File: config.mk
export PLATFORM = sky130hd
export DESIGN_NAME = fault_lvl_detect
export DESIGN_NICKNAME = d
export VERILOG_FILES = /design/src/rtl/fld_pkg.sv /design/src/rtl/fld_sync.sv /design/src/rtl/fld_prescaler.sv /design/src/rtl/fld_pin_detect.sv /design/src/rtl/fault_lvl_detect.sv
export SDC_FILE = /design/constraint.sdc
export NUM_CORES = 1
export LEC_CHECK = 0
export ABC_CLOCK_PERIOD_IN_PS = 4300
export BUFFER_PORTS_ARGS = -buffer_cell sky130_fd_sc_hd__buf_2
export CORE_AREA = 2 2 82 84
export CTS_CLUSTER_SIZE = 20
export DETAILED_ROUTE_END_ITERATION = 8
export DIE_AREA = 0 0 84 86
export PLACE_DENSITY = 0.79
export REMOVE_ABC_BUFFERS = 1
export SLEW_MARGIN = 30
export SYNTH_ARGS = -nofsm -noshare
export SYNTH_HDL_FRONTEND = slang
export SYNTH_SLANG_ARGS = --single-unit
export TNS_END_PERCENT = 100
File: constraint.sdc
create_clock -name clk -period 4.3 [get_ports clk]
set_input_delay 0.43 -clock clk [delete_from_list [all_inputs] [get_ports clk]]
set_output_delay 0.43 -clock clk [all_outputs]
set_load 0.05 [all_outputs]
File: src/rtl/fld_pkg.sv
package fld_pkg;
  typedef enum logic { MODE_EDGE = 1'b0, MODE_LEVEL = 1'b1 } det_mode_e;
  typedef enum logic [1:0] {
    DIV_FAST = 2'b00, DIV_MID = 2'b01, DIV_SLOW = 2'b10, DIV_SLOW_ALT = 2'b11
  } div_sel_e;
  localparam int unsigned NUM_RATES = 3;
  localparam int unsigned RATE_DIV [NUM_RATES] = '{8, 16, 128};
  localparam int unsigned FILT_LEN = 16;
endpackage

File: src/rtl/fld_sync.sv
module fld_sync #(
  parameter int unsigned WIDTH = 4
) (
  input  logic             clk,
  input  logic             rst_n,
  input  logic [WIDTH-1:0] d_async,
  output logic [WIDTH-1:0] q_sync
);
  logic [WIDTH-1:0] meta_q, sync_q;

  always_ff @(posedge clk or negedge rst_n) begin
    if (!rst_n) begin
      meta_q <= '1;
      sync_q <= '1;
    end else begin
      meta_q <= d_async;
      sync_q <= meta_q;
    end
  end

  assign q_sync = sync_q;
endmodule

File: src/rtl/fld_prescaler.sv
module fld_prescaler import fld_pkg::*; (
  input  logic                 clk,
  input  logic                 rst_n,
  output logic [NUM_RATES-1:0] tick
);
  localparam int unsigned CW = $clog2(RATE_DIV[NUM_RATES-1]);

  logic [CW-1:0] cnt_q, cnt_d;

  always_comb cnt_d = cnt_q + CW'(1);

  always_ff @(posedge clk or negedge rst_n) begin
    if (!rst_n) cnt_q <= '0;
    else        cnt_q <= cnt_d;
  end

  for (genvar r = 0; r < NUM_RATES; r++) begin : g_tick
    localparam logic [CW-1:0] MASK = CW'(RATE_DIV[r] - 1);
    assign tick[r] = ((cnt_q & MASK) == MASK);
  end


  nested_tick_chk: assert property (@(posedge clk) disable iff (!rst_n)
    tick[NUM_RATES-1] |-> tick[0]);
endmodule

File: src/rtl/fld_pin_detect.sv
module fld_pin_detect import fld_pkg::*; (
  input  logic                 clk,
  input  logic                 rst_n,
  input  logic                 pin_s,
  input  logic [NUM_RATES-1:0] tick,
  input  logic                 wr_en,
  input  logic                 wr_level,
  input  logic [1:0]           wr_div,
  output logic                 det
);
  localparam int unsigned CW = $clog2(FILT_LEN + 1);
  localparam logic [CW-1:0] FULL = CW'(FILT_LEN);
  localparam logic [CW-1:0] LAST = CW'(FILT_LEN - 1);

  det_mode_e     mode_q, mode_d;
  div_sel_e      div_q, div_d;
  logic          lock_q, lock_d;
  logic          prev_q;
  logic [CW-1:0] cnt_q, cnt_d;
  logic          smp_tick, lvl_hit;

  always_comb begin
    mode_d = mode_q;
    div_d  = div_q;
    lock_d = lock_q;
    if (wr_en && !lock_q) begin
      mode_d = det_mode_e'(wr_level);
      div_d  = div_sel_e'(wr_div);
      lock_d = 1'b1;
    end
  end

  always_comb begin
    unique case (div_q)
      DIV_FAST: smp_tick = tick[0];
      DIV_MID:  smp_tick = tick[1];
      default:  smp_tick = tick[2];
    endcase
  end

  always_comb begin
    cnt_d   = cnt_q;
    lvl_hit = 1'b0;
    if (mode_q == MODE_EDGE) begin
      cnt_d = '0;
    end else if (smp_tick) begin
      if (pin_s) begin
        cnt_d = '0;
      end else if (cnt_q < FULL) begin
        cnt_d   = cnt_q + CW'(1);
        lvl_hit = (cnt_q == LAST);
      end
    end
  end

  assign det = (mode_q == MODE_EDGE) ? (prev_q & ~pin_s) : lvl_hit;

  always_ff @(posedge clk or negedge rst_n) begin
    if (!rst_n) begin
      mode_q <= MODE_EDGE;
      div_q  <= DIV_FAST;
      lock_q <= 1'b0;
      prev_q <= 1'b1;
      cnt_q  <= '0;
    end else begin
      mode_q <= mode_d;
      div_q  <= div_d;
      lock_q <= lock_d;
      prev_q <= pin_s;
      cnt_q  <= cnt_d;
    end
  end


  cnt_bound_chk: assert property (@(posedge clk) disable iff (!rst_n)
    cnt_q <= FULL);

  cfg_locked_chk: assert property (@(posedge clk) disable iff (!rst_n)
    lock_q |=> ($stable(mode_q) && $stable(div_q)));

  lvl_on_tick_chk: assert property (@(posedge clk) disable iff (!rst_n)
    (det && mode_q == MODE_LEVEL) |-> (smp_tick && !pin_s));

  high_clears_chk: assert property (@(posedge clk) disable iff (!rst_n)
    (mode_q == MODE_LEVEL && smp_tick && pin_s) |=> (cnt_q == '0));
endmodule

File: src/rtl/fault_lvl_detect.sv
module fault_lvl_detect import fld_pkg::*; #(
  parameter int unsigned NUM_PINS = 4
) (
  input  logic                        clk,
  input  logic                        rst_n,
  input  logic [NUM_PINS-1:0]         pin_n,
  input  logic                        cfg_we,
  input  logic [$clog2(NUM_PINS)-1:0] cfg_pin,
  input  logic                        cfg_level,
  input  logic [1:0]                  cfg_div,
  input  logic                        flag_rd,
  input  logic                        flag_wr,
  input  logic [NUM_PINS-1:0]         flag_wdata,
  input  logic [NUM_PINS-1:0]         irq_en,
  output logic [NUM_PINS-1:0]         flags,
  output logic                        fault_pwm,
  output logic                        fault_tmr,
  output logic                        irq_pwm,
  output logic                        irq_tmr
);
  localparam int unsigned PW   = $clog2(NUM_PINS);
  localparam int unsigned NPWM = NUM_PINS - 1;

  logic [1:0]           rst_pipe_q;
  logic                 rst_n_s;
  logic [NUM_PINS-1:0]  pin_s, det;
  logic [NUM_RATES-1:0] tick;
  logic [NUM_PINS-1:0]  flag_q, flag_d, armed_q, armed_d;

  always_ff @(posedge clk or negedge rst_n) begin
    if (!rst_n) rst_pipe_q <= 2'b00;
    else        rst_pipe_q <= {rst_pipe_q[0], 1'b1};
  end
  assign rst_n_s = rst_pipe_q[1];

  fld_sync #(.WIDTH(NUM_PINS)) u_sync (
    .clk(clk), .rst_n(rst_n_s), .d_async(pin_n), .q_sync(pin_s)
  );

  fld_prescaler u_presc (.clk(clk), .rst_n(rst_n_s), .tick(tick));

  for (genvar i = 0; i < NUM_PINS; i++) begin : g_pin
    fld_pin_detect u_det (
      .clk(clk), .rst_n(rst_n_s), .pin_s(pin_s[i]), .tick(tick),
      .wr_en(cfg_we && (cfg_pin == PW'(i))),
      .wr_level(cfg_level), .wr_div(cfg_div), .det(det[i])
    );

    always_comb begin
      flag_d[i]  = flag_q[i];
      armed_d[i] = armed_q[i];
      if (flag_rd && flag_q[i]) armed_d[i] = 1'b1;
      if (flag_wr && !flag_wdata[i] && armed_q[i]) begin
        flag_d[i]  = 1'b0;
        armed_d[i] = 1'b0;
      end
      if (det[i]) flag_d[i] = 1'b1;
    end


    det_sets_chk: assert property (@(posedge clk) disable iff (!rst_n_s)
      det[i] |=> flag_q[i]);

    clr_needs_arm_chk: assert property (@(posedge clk) disable iff (!rst_n_s)
      $fell(flag_q[i]) |-> $past(armed_q[i] && flag_wr && !flag_wdata[i]));
  end

  always_ff @(posedge clk or negedge rst_n_s) begin
    if (!rst_n_s) begin
      flag_q  <= '0;
      armed_q <= '0;
    end else begin
      flag_q  <= flag_d;
      armed_q <= armed_d;
    end
  end

  assign flags     = flag_q;
  assign fault_pwm = |flag_q[NPWM-1:0];
  assign fault_tmr = flag_q[NUM_PINS-1];
  assign irq_pwm   = |(flag_q[NPWM-1:0] & irq_en[NPWM-1:0]);
  assign irq_tmr   = flag_q[NUM_PINS-1] & irq_en[NUM_PINS-1];


  tmr_follow_chk: assert property (@(posedge clk) disable iff (!rst_n_s)
    fault_tmr |-> flags[NUM_PINS-1]);

  irq_implies_fault_chk: assert property (@(posedge clk) disable iff (!rst_n_s)
    irq_pwm |-> fault_pwm);
endmodule

==> metrics.cfg <==
[outcome]
status = finished, final reports clean

[logic_synthesis]
synth_top_family_by_area = simple AND/OR/NAND/NOR gates
yosysTopAreaCell = dfrtp_1
yosys.area_share.xor_xnor_pct = 1.14
synth-adder-area-share_pct = 4.08
yosysUniqueCellTypes = 55
synth.mux.area_fraction_pct = 3.31
synth_area_mm2 = 0.00306
synth_compound_area_share_pct = 15.9
ys_warn_count = 0
synth_edf_count = 0
synth_area_leaders = dfrtp_1, dfstp_2, ha_1, mux2_2, o21ai_0
synth_simple_gate_area_share_pct = 19.3
yosysSeqAreaShare_pct = 53.6
synth.top_cell.area_share_pct = 43.3
synth_cells = 274
synth_ff_type = dfrtp_1
synth-seq-cells = 65
syn-mean-instance-area_um2 = 11.2
async_reset_ff_share_pct = 100

[routing]
final_antenna_net_count = 0
viasPerCell = 5.76
dr.first_iter.drc_count = 183
dr.pass1.iters = 4
postRouteWirelength_mm = 5.92
drc = 0
routedWlPerCell_um = 15.0
vias = 2270

[placement]
dpl.cell_count = 377
dp_hpwl_mm = 4.26
gp_congestion = 0.899
dpl_cell_area_mm2 = 0.00329
dp_slack_ns = 2.24
port_buffers = 29

[power]
sequentialPowerShare_pct = 46.2
p_per_area_mw_per_mm2 = 536
power_frac_comb_pct = 26.0
sw_frac_of_total_pct = 35.6
power.share.clock_pct = 27.7
leakagePower_nw = 1.51
vdd_ir_drop_max_mv = 0.339
internal_power_w = 0.00121
switching_power_w = 0.000668

[timing]
timing.hold.ws_ns = 0.128
fmax_ghz = 0.496
hold_viol = 0
fin_tns_setup_ns = 0
skew_ns = 0.00772
setup_violations = 0
fin_crit_ns = 2.01
drv_slew = 0
grt_setup_unrepaired = no
tightest_slew_ns = 0.781
fin_crit_sh_pct = 46.8
worst_slack_ns = 2.29
relSlewSlack_pct = 47.2

[layout]
num_antenna_cells = 0
synthToLayoutAreaGrowth_pct = 14.1
drive_above_1_share_pct = 27.1
fillers = 559
layout_commonest_cell = dfrtp_1
final_cell_area_mm2 = 0.00350
instances_no_fill = 394
fin_nets = 344
mostFrequentLayoutCells = dfrtp_1, buf_2, nand2_1, o21ai_0, nand3_1

[die]
core_area_mm2 = 0.00628
initial_utilization_pct = 48.8
std_cell_rows = 29
dieHeight_um = 86
dieArea_mm2 = 0.00722
ios = 30
die_w_um = 84

[clock_network]
cts.clk_slew.worst_paths_ns = 0.07
cts_inserted_buffers = 9
cts_max_level = 3
cts_tree = done
cts_buffer_depth = 2
post_cts_buffers = 0
clockRootBuffer = clkbuf_8
clk_latency_ns = 0.34
numClockSinks = 65

[critical_path]
path_cells = ha_1 -> and3_1 -> a21boi_1 -> or2_2 -> o221a_2
cp_max_fo = 9
cp_slowest_stage_delay_ns = 0.46
worst-path-buf-inv = 0
critPathKind = register to register
required_ns = 4.52
cp-end-kind = register
crit_family = simple AND/OR/NAND/NOR gates
cp_slowest_cell = and3_1
arrival_ns = 2.24
worstSetupStartpointType = register

[grt]
grtUsageTotal_pct = 17.8
grt_pass1_wl_mm = 10.3
grt_max_degree = 54
grt_pass1_vias = 2220
grt_remaining_overflow = 0
antenna_found_initial = 0

[min_path]
min_path_type = register to asynchronous set/reset pin

[run]
drv_cap = 0

==> layer usage <==
| layer | wire length (µm) | up-vias | global-route usage, % | share of wire (%) |
|---|---|---|---|---|
| li1 | - | 1091 | - | - |
| met3 | 232 | 12 | 3.85 | 3.9 |
| met4 | 114 | 0 | 7.92 | 1.9 |
| met5 | 0 | - | 0 | 0 |
| met2 | 2730 | 54 | 28.2 | 46 |
| met1 | 2840 | 1113 | 23.7 | 48 |
==> worst paths after layout <==
path | endpoint | start | cells past startpoint | slack [ns]
setup reg to reg | g_pin[0].u_det.cnt_q[4] | u_presc.cnt_q[0] | 5 | 2.29
hold reg to reg | g_pin[0].u_det.cnt_q[2] | rst_pipe_q[1] | 0 | 0.13
setup / recovery | g_pin[0].u_det.cnt_q[4] | u_presc.cnt_q[0] | 5 | 2.29
min in group clk | u_sync.meta_q[1] | pin_n[1] | 1 | 0.19
max in group asynchronous | u_presc.cnt_q[6] | rst_pipe_q[1] | 1 | 3.24
hold / removal | g_pin[0].u_det.cnt_q[2] | rst_pipe_q[1] | 0 | 0.13
==> cells by family after synthesis <==
kind of cell             count (synthesis)
flip-flops                              65
AND/OR/NAND/NOR                        103
other                                    1
AO/OA/AOI/OAI                           64
buffers and inverters                   18
XOR/XNOR                                 4
multiplexers                             9
adder cells (fa/ha/maj)                 10
==> cell usage after synthesis, drive strengths merged, types with 2 or more instances <==
library cell  instances
mux2                  9
a211o                 3
o31ai                 3
nand2                19
o311ai                4
a21boi                4
inv                  14
nand4                 5
nand3                15
nor2b                 2
a211oi                5
clkbuf                2
and3                  8
ha                   10
a21oi                 4
or4                   3
dfstp                12
nand2b                6
nor3                  7
a22oi                 2
o211ai                5
nor2                  9
o221a                 3
or2                   6
a32oi                 2
nand3b                7
dfrtp                53
or3                   3
nand4b                2
buf                   2
o22ai                 4
o21ai                19
and2b                 2
xnor2                 4
and2                  5
==> through the flow <==
step,total power [W],util [%]
floorplan,0.00122,-
global placement,0.00134,52.4
detailed placement,0.00136,52.4
CTS,0.00189,55.7
global route,0.00198,55.7
finish,0.00187,55.7
==> what timing repair did <==
item | 4_1_cts | 5_1_grt
resized for setup | 0 | 0
hold buffers | 1 | 0
endpoints found under the hold margin | 2 | 0
==> sequential cells by signal, indices dropped and copies added (netlist names) <==
register / cells
g_pin.u_det.lock_q: 4
g_pin.u_det.div_q: 8
armed_q: 4
rst_pipe_q: 2
g_pin.u_det.cnt_q: 20
flags: 4
u_presc.cnt_q: 7
g_pin.u_det.mode_q: 4
g_pin.u_det.prev_q: 4
u_sync.meta_q: 4
u_sync.q_sync: 4
==> final cells by class <==
cell class                 count  area (µm²)  share of cell area [%]
timing repair buffer          31         163                    4.65
clock buffer                  13         159                    4.54
multi-input combinational    191        1340                    38.4
tap                           77        96.3                    2.75
sequential                    65        1640                    47.0
clock inverter                 3        40.0                    1.14
inverter                      14        52.6                    1.50
==> power groups by stage <==
stage / combinational [W] / clock [W] / sequential, W
CTS: 0.000490 / 0.000531 / 0.000866
floorplan: 0.000294 / 0 / 0.000926
global route: 0.000534 / 0.000560 / 0.000887
global placement: 0.000472 / 0 / 0.000870
detailed placement: 0.000488 / 0 / 0.000876
finish: 0.000488 / 0.000520 / 0.000867
No activity file was read; power rests on OpenSTA's default activity.
